[src/rtl/tmr_pkg.sv]
// Shared sizing and control-register bit positions for the 13-bit timer.
// Assumes an 8-bit register interface.
package tmr_pkg;
    localparam int BYTE_W   = 8;
    localparam int LO_BITS  = 5;
    localparam int PRE_DIV  = 6;
    localparam int SYNC_N   = 2;
    localparam int RUN_BIT  = 0;
    localparam int GATE_BIT = 1;
    localparam int SEL_BIT  = 2;
    localparam int FLAG_BIT = 3;
endpackage

[src/rtl/tmr_sync.sv]
// Multi-flop synchronizer for an asynchronous level input.
// Assumes N >= 2 and a synchronous active-low reset that clears the chain to 0.
module tmr_sync #(
    parameter int N = 2
) (
    input  logic clk,
    input  logic rst_n,
    input  logic din,
    output logic dout
);
    logic [N-1:0] sh;

    // Shift the raw input through the flop chain.
    always_ff @(posedge clk) begin
        if (!rst_n) sh <= '0;
        else        sh <= {sh[N-2:0], din};
    end

    assign dout = sh[N-1];
endmodule

[src/rtl/tmr_fall.sv]
// Falling-edge detector on an already synchronized level.
// Gives a one-cycle pulse in the cycle after the level drops.
module tmr_fall (
    input  logic clk,
    input  logic rst_n,
    input  logic lvl,
    output logic fall
);
    logic lvl_d;

    // Remember last cycle's level.
    always_ff @(posedge clk) begin
        if (!rst_n) lvl_d <= 1'b0;
        else        lvl_d <= lvl;
    end

    assign fall = lvl_d & ~lvl;

    AST_FALL_SINGLE: assert property (@(posedge clk) disable iff (!rst_n)
        fall |=> !fall);
endmodule

[src/rtl/tmr_prescale.sv]
// Free-running divider: one-cycle tick on every DIV-th clock after reset.
// It does not depend on run or select, so the tick phase is fixed by reset alone.
module tmr_prescale #(
    parameter int DIV = 6
) (
    input  logic clk,
    input  logic rst_n,
    output logic tick
);
    localparam int PW = (DIV > 1) ? $clog2(DIV) : 1;
    localparam logic [PW-1:0] LAST = PW'(DIV - 1);

    logic [PW-1:0] pc;

    assign tick = (pc == LAST);

    // Advance the phase counter and wrap it after the last phase.
    always_ff @(posedge clk) begin
        if (!rst_n)    pc <= '0;
        else if (tick) pc <= '0;
        else           pc <= pc + 1'b1;
    end

    AST_TICK_GAP: assert property (@(posedge clk) disable iff (!rst_n)
        tick |=> !tick);
endmodule

[src/rtl/tmr_count13.sv]
// Count register pair plus overflow flag.
// The count is the high byte over the low LO_BITS of the low byte. The low
// byte's upper bits are storage only. Priorities: a byte load beats a step,
// and an overflow beats a flag write, which beats an acknowledge.
module tmr_count13
    import tmr_pkg::*;
#(
    parameter int BW = BYTE_W,
    parameter int LB = LO_BITS
) (
    input  logic          clk,
    input  logic          rst_n,
    input  logic          step,
    input  logic          wr_hi,
    input  logic          wr_lo,
    input  logic          wr_ctl,
    input  logic          irq_ack,
    input  logic [BW-1:0] wdata,
    output logic [BW-1:0] hi,
    output logic [BW-1:0] lo,
    output logic          flag
);
    localparam int CW = BW + LB;

    logic [CW-1:0] cnt, cnt_inc;
    logic          loaded, at_max, wrap;

    assign cnt     = {hi, lo[LB-1:0]};
    assign cnt_inc = cnt + 1'b1;
    assign loaded  = wr_hi | wr_lo;
    assign at_max  = &cnt;
    assign wrap    = step & ~loaded & at_max;

    // Byte loads take priority; otherwise an offered step increments.
    always_ff @(posedge clk) begin
        if (!rst_n) begin
            hi <= '0;
            lo <= '0;
        end else if (loaded) begin
            if (wr_hi) hi <= wdata;
            if (wr_lo) lo <= wdata;
        end else if (step) begin
            hi         <= cnt_inc[CW-1:LB];
            lo[LB-1:0] <= cnt_inc[LB-1:0];
        end
    end

    // Overflow flag: set by wrap, loaded by control write, cleared by acknowledge.
    always_ff @(posedge clk) begin
        if (!rst_n)      flag <= 1'b0;
        else if (wrap)   flag <= 1'b1;
        else if (wr_ctl) flag <= wdata[FLAG_BIT];
        else if (irq_ack) flag <= 1'b0;
    end

    AST_INC_ONE: assert property (@(posedge clk) disable iff (!rst_n)
        (step && !loaded && !at_max) |=> (cnt == $past(cnt) + 1'b1));
    AST_UPPER_KEPT: assert property (@(posedge clk) disable iff (!rst_n)
        !wr_lo |=> (lo[BW-1:LB] == $past(lo[BW-1:LB])));
    AST_WRAP_SETS_FLAG: assert property (@(posedge clk) disable iff (!rst_n)
        wrap |=> (flag && cnt == '0));
    AST_HOLD_IDLE: assert property (@(posedge clk) disable iff (!rst_n)
        (!step && !loaded) |=> $stable(cnt));
    AST_ACK_CLEARS: assert property (@(posedge clk) disable iff (!rst_n)
        (irq_ack && !wr_ctl && !wrap) |=> !flag);
    AST_WRAP_WINS: assert property (@(posedge clk) disable iff (!rst_n)
        (wrap && (wr_ctl || irq_ack)) |=> flag);
endmodule

[src/rtl/gtimer13.sv]
// Gated 13-bit timer/counter channel, top level.
// Holds the control bits, synchronizes both external pins, picks the step
// source and applies the run/gate enable. Pins are asynchronous.
module gtimer13
    import tmr_pkg::*;
(
    input  logic       clk,
    input  logic       rst_n,
    input  logic       gate_pin,
    input  logic       cnt_pin,
    input  logic       wr_hi,
    input  logic       wr_lo,
    input  logic       wr_ctl,
    input  logic [7:0] wdata,
    input  logic       irq_ack,
    output logic [7:0] hi_q,
    output logic [7:0] lo_q,
    output logic [7:0] ctl_q,
    output logic       ovf_flag
);
    logic run_r, gate_r, sel_r;
    logic gate_s, cnt_s, cnt_fall, tick, enable, step;

    // Control bits are loaded on a control write.
    always_ff @(posedge clk) begin
        if (!rst_n) begin
            run_r  <= 1'b0;
            gate_r <= 1'b0;
            sel_r  <= 1'b0;
        end else if (wr_ctl) begin
            run_r  <= wdata[RUN_BIT];
            gate_r <= wdata[GATE_BIT];
            sel_r  <= wdata[SEL_BIT];
        end
    end

    tmr_sync #(.N(SYNC_N)) u_gsync (
        .clk(clk), .rst_n(rst_n), .din(gate_pin), .dout(gate_s));
    tmr_sync #(.N(SYNC_N)) u_csync (
        .clk(clk), .rst_n(rst_n), .din(cnt_pin), .dout(cnt_s));
    tmr_fall u_fall (
        .clk(clk), .rst_n(rst_n), .lvl(cnt_s), .fall(cnt_fall));
    tmr_prescale #(.DIV(PRE_DIV)) u_pre (
        .clk(clk), .rst_n(rst_n), .tick(tick));

    // Run AND (gate off OR pin high); source chosen by select.
    always_comb begin
        enable = run_r & (~gate_r | gate_s);
        step   = enable & (sel_r ? cnt_fall : tick);
    end

    tmr_count13 u_cnt (
        .clk(clk), .rst_n(rst_n), .step(step),
        .wr_hi(wr_hi), .wr_lo(wr_lo), .wr_ctl(wr_ctl), .irq_ack(irq_ack),
        .wdata(wdata), .hi(hi_q), .lo(lo_q), .flag(ovf_flag));

    // Control readback with the flag in its bit position.
    always_comb begin
        ctl_q           = '0;
        ctl_q[RUN_BIT]  = run_r;
        ctl_q[GATE_BIT] = gate_r;
        ctl_q[SEL_BIT]  = sel_r;
        ctl_q[FLAG_BIT] = ovf_flag;
    end

    AST_GATE_BLOCKS: assert property (@(posedge clk) disable iff (!rst_n)
        (gate_r && !gate_s && !wr_hi && !wr_lo) |=> $stable({hi_q, lo_q[4:0]}));
endmodule

[config.mk]
export PLATFORM = sky130hd
export DESIGN_NAME = gtimer13
export DESIGN_NICKNAME = d
export VERILOG_FILES = /design/src/rtl/tmr_pkg.sv /design/src/rtl/tmr_sync.sv /design/src/rtl/tmr_fall.sv /design/src/rtl/tmr_prescale.sv /design/src/rtl/tmr_count13.sv /design/src/rtl/gtimer13.sv
export SDC_FILE = /design/constraint.sdc
export NUM_CORES = 1
export LEC_CHECK = 0
export BUFFER_PORTS_ARGS = -buffer_cell sky130_fd_sc_hd__buf_2
export CORE_MARGIN = 2
export CORE_UTILIZATION = 46
export CTS_CLUSTER_DIAMETER = 60
export DETAILED_ROUTE_END_ITERATION = 10
export GPL_ROUTABILITY_DRIVEN = 0
export PLACE_DENSITY_LB_ADDON = 0.3
export SETUP_SLACK_MARGIN = 0.15
export SLEW_MARGIN = 20
export SYNTH_ARGS = -nofsm -noshare
export SYNTH_HDL_FRONTEND = slang
export SYNTH_HIERARCHICAL = 1
export SYNTH_SLANG_ARGS = --single-unit
[constraint.sdc]
create_clock -name clk -period 1.8 [get_ports clk]
set_input_delay 0.18 -clock clk [delete_from_list [all_inputs] [get_ports clk]]
set_output_delay 0.18 -clock clk [all_outputs]
set_load 0.02 [all_outputs]
==> results.toml, run 1 <==
[clock_network]
htree_levels = 1
cts_buffers = 3
cts_buffer_depth = 2
root_buffer = "clkbuf_4"
clk_transition_reported_paths_ns = 0.17
cts_hold_buf = 0
insertion_delay_ns = 0.34
clock_sinks = 28
cts_tree = "built"

[sta]
slew_viol_final = 0
skew_ns = 0.0138
finalHoldViolCount = 0
rsz0062_at_grt = "yes"
worst_slack_ns = 0.000987
final.setup.tns_ns = 0
min_period_ns = 1.80
max_freq_ghz = 0.556
holdWs_ns = 0.0317
finalSetupViolCount = 0
min_period_over_period = 0.999

[global_route]
grt_use_total = 0.214
antenna_found_initial = 0
grt_pass1_wl_um = 5800
grt_pass1_vias = 1278
overflow = 0
grt_max_degree = 18

[power]
pwr-share-clk = 0.311
p_comb_frac = 0.181
power_density_nw_per_um2 = 759
power.ir.vdd_worst_mv = 0.659
p_seq_frac = 0.508
power_mw = 1.37
swShare = 0.278
p_int_mw = 0.987
p_leak_nw = 0.779
p_sw_mw = 0.381

[finish]
final_util = 0.600
area_growth_pct = 27.2
final_cells = 231
mostFrequentLayoutCell = "buf_2"
num-fill-cells = 267
antenna_cells = 0
final_nets = 219
final_cell_mix = "36 x buf_2, 26 x dfxtp_1, 14 x nor2_1"
stdcell_area_um2 = 1800
drive_above_1_share = 0.399

[floorplanning]
start_util = 0.472
die_area_um2 = 3540
coreArea_um2 = 3000
rows = 20
die_w_um = 59.5
ioPinCount = 41
fp.dieH_um = 59.5

[drt]
vias = 1366
viasPerCell = 5.91
drtIter0Drc = 50
drt_wl_total_um = 3760
drc = 0
first_pass_iters = 4
avgRoutedWirePerCell_um = 16.3
drtAntennaViolNets = 0

[min_path]
whs_path_depth = 2
hp-start = "cnt_pin"
hold_class = "input pin to register"

[synth]
yosysUniqueCellTypes = 46
synth_warnings = 6
avgSynthCellArea_um2 = 8.81
synth_area_um2 = 1420
synth_cells = 161
synthArstFlopShare = 0
synth-seq-area-share = 0.395
yosys_register_bits = 28
synth-edff-count = 0
yosys_most_used_dff = "dfxtp_1"

[worst_setup_path]
reg2regPathDepth = 9
slowest_delay_ns = 0.36
critPathArrivalTime_ns = 2.04
worstPathCellList = "inv_2 > ha_4 > and2_4 > mux2_4 > and3_4 > nand2b_4 > or2b_4 > a22oi_2 > nor2_1"
cp_max_fo = 7
critPathKind = "register to register"
required_ns = 2.04
start_kind = "register"
setup.worst_path.end_class = "register"
r2r-start = "u_pre/pc[1]$_SDFF_PP0_"
startpoint = "u_pre/pc[1]$_SDFF_PP0_"
slowest_stage = "dfxtp_2"

[placement]
postPlaceCellArea_um2 = 1620
io_buffers = 36
hpwlAfterDp_um = 2610
preCtsSetupSlack_ns = -0.0652
place_inst = 223

[run_status]
outcome = "finished clean"

[job]
cap_violations = 0
==> logic make-up after synthesis <==
group	synth area share
simple gates	0.252
compound gates	0.178
flops	0.395
buf+inv	0.0671
mux	0.0574
fa+ha+maj	0.0353
xor+xnor	0.0124
other cells	0.00265
==> path summary, 6_finish.rpt <==
check | endpoint | slack [ns]
max | u_cnt/lo[2]$_SDFFE_PN0P_ | 0.001
min | u_csync/sh[0]$_SDFF_PN0_ | 0.03
max reg2reg | u_cnt/lo[2]$_SDFFE_PN0P_ | 0.001
min reg2reg | u_gsync/sh[1]$_SDFF_PN0_ | 0.46
==> critical path, delay by kind of cell, from the launching register on <==
family | cells | cell delay (ns)
DFF | 1 | 0.36
buffers and inverters | 1 | 0.04
AOI/OAI and AO/OA | 1 | 0.15
and+or+nand+nor | 5 | 0.75
muxes | 1 | 0.25
adders and majority gates | 1 | 0.14
==> state kept, by name, summed over array words and instances, names as in the netlist <==
register,flops
u_cnt/hi,8
u_cnt/lo,8
u_pre/pc,3
u_csync/sh,2
u_gsync/sh,2
gate_r,1
run_r,1
sel_r,1
u_cnt/flag,1
u_fall/lvl_d,1
==> Yosys cell counts (all sizes together), types with 2 or more instances <==
library cell / instances / area (um2)
nor3: 8 / 45.0
buf: 9 / 65.1
xnor2: 2 / 17.5
mux2i: 7 / 70.1
nor4: 4 / 25.0
and2: 6 / 40.0
nand2b: 3 / 23.8
nor2: 15 / 56.3
nand3: 3 / 15.0
inv: 5 / 18.8
and3: 3 / 18.8
clkbuf: 3 / 11.3
dfxtp: 28 / 561
nand4: 2 / 12.5
nor2b: 6 / 37.5
ha: 4 / 50.1
o21ai: 9 / 45.0
nor3b: 2 / 20.0
a21oi: 7 / 38.8
nand2: 9 / 33.8
a211oi: 3 / 22.5
a311oi: 5 / 43.8
==> layer usage <==
| layer | track usage | up-vias | share of wire |
|---|---|---|---|
| li1 | - | 641 | - |
| met4 | 0.0921 | 0 | 0.016 |
| met2 | 0.359 | 69 | 0.49 |
| met1 | 0.276 | 648 | 0.43 |
| met5 | 0 | - | 0 |
| met3 | 0.0262 | 8 | 0.066 |
==> layout make-up <==
type	instances	area [um2]	area share
Multi-Input combinational cell	119	898	0.498
Clock buffer	3	22.5	0.0125
Inverter	5	18.8	0.0104
Clock inverter	1	30.0	0.0167
Sequential cell	28	563	0.312
Tap cell	33	41.3	0.0229
Timing Repair Buffer	42	229	0.127
==> what timing repair did <==
action	in CTS	in global routing
buffers inserted	3	1
resized for setup	9	12
endpoints found under the setup margin	10	13
pin swaps	9	5
==> power by group through the flow <==
stage	clock [mW]	combinational [mW]	sequential, mW
finish	0.426	0.247	0.695
CTS	0.430	0.233	0.693
global placement	0	0.216	0.704
detailed placement	0	0.224	0.706
global route	0.454	0.269	0.702
floorplan	0	0.128	0.729
(Power assumes the default switching activity.)
==> run 2, diff against run 1 <==
--- a/constraint.sdc
+++ b/constraint.sdc
@@ -3,2 +3,2 @@
 set_output_delay 0.18 -clock clk [all_outputs]
-set_load 0.02 [all_outputs]
+set_load 0.1 [all_outputs]
==> run 2 against run 1 <==
The run now ends with setup timing left. Clock-buffer cell count stayed put. Total power is 14% higher. Setup slack worse by 0.026 ns. Critical path type unchanged. Critical endpoint is now u_cnt/hi[1]$_SDFFE_PN0P_.
==> results.toml, run 2 (same netlist as run 1, synthesis figures left out) <==
[sta]
holdWs_ns = 0.0342
tightest_slew_ns = 0.569
finalHoldViolCount = 0
slew_viol_final = 0
min_period_ns = 1.83
min_period_over_period = 1.01
worst_slack_ns = -0.0255
relSlewSlack = 0.619
max_freq_ghz = 0.548
skew_ns = 0.00332
finalSetupViolCount = 2
rsz0062_at_grt = "yes"

[finish]
final_nets = 218
stdcell_area_um2 = 1830
ff_latch_area_um2 = 578
mostFrequentLayoutCell = "buf_2"
largestRegisters = "u_cnt/hi (8), u_cnt/lo (8), u_pre/pc (3)"
multi_input_area_um2 = 918
final_cell_mix = "36 x buf_2, 14 x dfxtp_1, 14 x nor2_1, 14 x dfxtp_2"
antenna_cells = 0
drive_above_1_share = 0.482
num-fill-cells = 266
area_growth_pct = 28.9

[worst_setup_path]
start_kind = "register"
slowest_delay_ns = 0.37
critPathArrivalTime_ns = 2.05
reg2regPathDepth = 9
setup.worst_path.end_class = "register"
worstPathCellList = "inv_2 > ha_4 > and2_4 > mux2_4 > and3_4 > nand2b_2 > a21oi_1 > a221oi_2 > nor3_2"
critPathKind = "register to register"
required_ns = 2.02
slowest_stage = "dfxtp_2"
cp_max_fo = 5

[clock_network]
htree_levels = 1
root_buffer = "clkbuf_4"
clk_transition_reported_paths_ns = 0.16
cts_tree = "built"
insertion_delay_ns = 0.33
clock_sinks = 28
cts_buffer_depth = 2
cts_buffers = 3
cts_hold_buf = 0

[job]
cap_violations = 0

[global_route]
antenna_found_initial = 0
grt_use_total = 0.200
grt_max_degree = 18
grt_pass1_vias = 1190
overflow = 0
grt_pass1_wl_um = 5420

[power]
power_density_nw_per_um2 = 855
p_leak_nw = 0.774
power.ir.vdd_worst_mv = 0.397

[min_path]
whs_path_depth = 2
hold_class = "input pin to register"

[floorplanning]
coreArea_um2 = 3000
start_util = 0.472
die_area_um2 = 3540
die_w_um = 59.5
rows = 20
fp.dieH_um = 59.5
ioPinCount = 41

[drt]
vias = 1301
viasPerCell = 5.66
drt_wl_total_um = 3630
drtIter0Drc = 44
first_pass_iters = 4
drc = 0
avgRoutedWirePerCell_um = 15.8
drtAntennaViolNets = 0

[run_status]
violations = "setup timing"
outcome = "finished, violations left"

[placement]
hpwlAfterDp_um = 2510
io_buffers = 36
postPlaceCellArea_um2 = 1640
==> run 2: changes by cell type in the layout (fill, tap and decap cells not counted), sizes merged <==
cell / change
buf: -1
==> run 2: report_power, final <==
group	internal, mW	switching (mW)
sequential	0.663	0.0359
clock	0.225	0.198
combinational	0.0999	0.340
==> run 2: metrics by stage <==
stage	utilization	setup WS [ns]	power, mW	TNS, ns	std cells
finish	0.608	-0.0255	1.56	-0.0295	230
global route	0.608	-0.101	1.61	-0.333	230
CTS	0.591	-0.0141	1.57	-0.0233	229
detailed placement	0.548	-0.0802	1.13	-0.117	224
global placement	0.548	0.000683	1.12	0	224
floorplan	-	0.0252	1.06	0	164
==> run 2: worst max-delay path: cells and delay by family, from the launching register on <==
family	cells	cell delay [ns]
and+or+nand+nor	4	0.51
AOI/OAI and AO/OA	2	0.40
DFF	1	0.37
muxes	1	0.25
adders and majority gates	1	0.14
buffers and inverters	1	0.04
==> run 2: path summary, 6_finish.rpt <==
| kind | startpoint | to | slack (ns) |
|---|---|---|---|
| setup / recovery | u_pre/pc[1]$_SDFF_PP0_ | u_cnt/hi[1]$_SDFFE_PN0P_ | -0.03 |
| hold / removal | cnt_pin | u_csync/sh[0]$_SDFF_PN0_ | 0.03 |
| setup reg to reg | u_pre/pc[1]$_SDFF_PP0_ | u_cnt/hi[1]$_SDFFE_PN0P_ | -0.03 |
| hold reg to reg | u_csync/sh[0]$_SDFF_PN0_ | u_csync/sh[1]$_SDFF_PN0_ | 0.45 |
==> run 2: cell type report <==
| cell class | count | share of cell area |
|---|---|---|
| multi-input combinational | 119 | 0.503 |
| sequential | 28 | 0.316 |
| timing repair buffer | 41 | 0.119 |
| tap | 33 | 0.0226 |
| clock inverter | 1 | 0.0164 |
| clock buffer | 3 | 0.0123 |
| inverter | 5 | 0.0103 |
==> run 2: layer usage <==
layer  wire, um  track usage  vias to the layer above
met2       1700        0.322                       59
met3        250       0.0349                        8
met4         65       0.0667                        0
li1           -            -                      640
met5          0            0                        -
met1       1600        0.271                      594
==> run 2: what timing repair did <==
action / 4_1_cts / 5_1_grt
pin swaps: 12 / 1
resized for setup: 15 / 8
endpoints found under the hold margin: 0 / 0
buffers inserted: 1 / 1
setup endpoints to repair: 13 / 13
==> run 3, diff against run 2 <==
--- a/constraint.sdc
+++ b/constraint.sdc
@@ -3,2 +3,2 @@
 set_output_delay 0.18 -clock clk [all_outputs]
-set_load 0.1 [all_outputs]
+set_load 0.05 [all_outputs]
==> run 3 against run 2 <==
The run now ends clean. Clock skew rose by 0.0048 ns. Cell count fell by 0.43%. Clock power fell by 2%. Core utilization fell by 0.75 points. Fmax rose by 1.9%. Sequential power fell by 0.6%. Worst hold slack improved by 0.0062 ns. Combinational power fell by 29%. Critical path type unchanged. Critical endpoint is now u_cnt/lo[2]$_SDFFE_PN0P_. Largest power group unchanged.
==> results.toml, run 3 (same netlist as run 1, synthesis figures left out) <==
[power]
power.ir.vdd_worst_mv = 0.510
pwr-share-clk = 0.292
swShare = 0.310
p_seq_frac = 0.487
p_leak_nw = 0.797
p_sw_mw = 0.441
p_comb_frac = 0.220
power_density_nw_per_um2 = 790
p_int_mw = 0.983

[finish]
mostFrequentLayoutCell = "buf_2"
area_growth_pct = 27.3
antenna_cells = 0
drive_above_1_share = 0.413
final_nets = 217
final_cell_mix = "36 x buf_2, 26 x dfxtp_1, 13 x nor2_1"
largestRegisters = "u_cnt/hi (8), u_cnt/lo (8), u_pre/pc (3)"

[clock_network]
root_buffer = "clkbuf_4"
htree_levels = 1
clk_transition_reported_paths_ns = 0.16
cts_buffers = 3
clock_sinks = 28
cts_tree = "built"
cts_buffer_depth = 2
cts_hold_buf = 0
insertion_delay_ns = 0.33

[sta]
slew_viol_final = 0
max_freq_ghz = 0.558
final.setup.tns_ns = 0
skew_ns = 0.00813
worst_slack_ns = 0.00869
rsz0062_at_grt = "yes"
finalSetupViolCount = 0
finalHoldViolCount = 0
min_period_ns = 1.79
tightest_slew_ns = 0.592
min_period_over_period = 0.995
relSlewSlack = 0.604
holdWs_ns = 0.0404

[global_route]
overflow = 0
grt_pass1_wl_um = 5600
grt_pass1_vias = 1197
antenna_found_initial = 0
grt_max_degree = 18
grt_use_total = 0.210

[worst_setup_path]
slowest_stage = "dfxtp_2"
start_kind = "register"
cp_max_fo = 5
critPathTopFamily = "simple AND/OR/NAND/NOR gates"
worst-path-buf-inv = 1
reg2reg_slack_ns = 0.009
setup.worst_path.end_class = "register"
critPathKind = "register to register"
critPathArrivalTime_ns = 2.02
required_ns = 2.03
worstPathCellList = "inv_2 > ha_4 > and2_4 > mux2_4 > and3_4 > nand2b_4 > or2b_4 > a22oi_2 > nor2_1"
slowest_delay_ns = 0.36

[floorplanning]
die_area_um2 = 3540
coreArea_um2 = 3000
die_w_um = 59.5
fp.dieH_um = 59.5
start_util = 0.472
ioPinCount = 41
rows = 20

[drt]
drtAntennaViolNets = 0
avgRoutedWirePerCell_um = 15.6
drtIter0Drc = 91
drt_wl_total_um = 3580
viasPerCell = 5.84
first_pass_iters = 4
vias = 1337
drc = 0

[min_path]
hold_class = "input pin to register"

[placement]
io_buffers = 36
hpwlAfterDp_um = 2500
preCtsSetupSlack_ns = -0.0395

[run_status]
outcome = "finished clean"

[job]
cap_violations = 0
==> run 3: timing repair <==
| action | 4_1_cts | 5_1_grt |
|---|---|---|
| setup buffers | 2 | 0 |
| pin swaps | 9 | 3 |
| gates resized for setup | 14 | 9 |
| setup endpoints to repair | 13 | 14 |
==> run 3: cell type report <==
| cell class | count | area [um2] |
|---|---|---|
| clock buffer | 3 | 22.5 |
| clock inverter | 1 | 30.0 |
| fill | 260 | 1200 |
| inverter | 5 | 18.8 |
| multi-input combinational | 119 | 918 |
| sequential | 28 | 563 |
| tap | 33 | 41.3 |
| timing repair buffer | 40 | 210 |
==> run 3: path summary, 6_finish.rpt <==
path | start | to | cells past startpoint
worst max-delay path | u_pre/pc[1]$_SDFF_PP0_ | u_cnt/lo[2]$_SDFFE_PN0P_ | 9
worst min-delay path | cnt_pin | u_csync/sh[0]$_SDFF_PN0_ | 2
worst max register to register | u_pre/pc[1]$_SDFF_PP0_ | u_cnt/lo[2]$_SDFFE_PN0P_ | 9
worst min register to register | u_csync/sh[0]$_SDFF_PN0_ | u_csync/sh[1]$_SDFF_PN0_ | 1
==> run 3: metal layers <==
metal	up-vias	global-route usage	wire length, um
li1	643	-	-
met1	615	0.287	1570
met2	71	0.323	1700
met3	8	0.0393	249
met4	0	0.0889	59
met5	-	0	0
==> run 3: power groups by stage <==
stage	Combinational, mW	Sequential, mW	Clock [mW]
5_1_grt	0.336	0.701	0.454
4_1_cts	0.306	0.693	0.431
3_5_place_dp	0.294	0.706	0
3_3_place_gp	0.289	0.704	0
2_1_floorplan	0.150	0.781	0
6_report	0.314	0.695	0.416
==> run 3: per-stage QoR <==
stage / cell area, um2 / power [mW] / cells / utilization
finish: 1800 / 1.42 / 229 / 0.601
global route: 1800 / 1.49 / 229 / 0.601
CTS: 1750 / 1.43 / 229 / 0.583
detailed placement: 1620 / 1.00 / 223 / 0.540
global placement: 1620 / 0.993 / 223 / 0.540
floorplan: 1460 / 0.931 / 164 / -
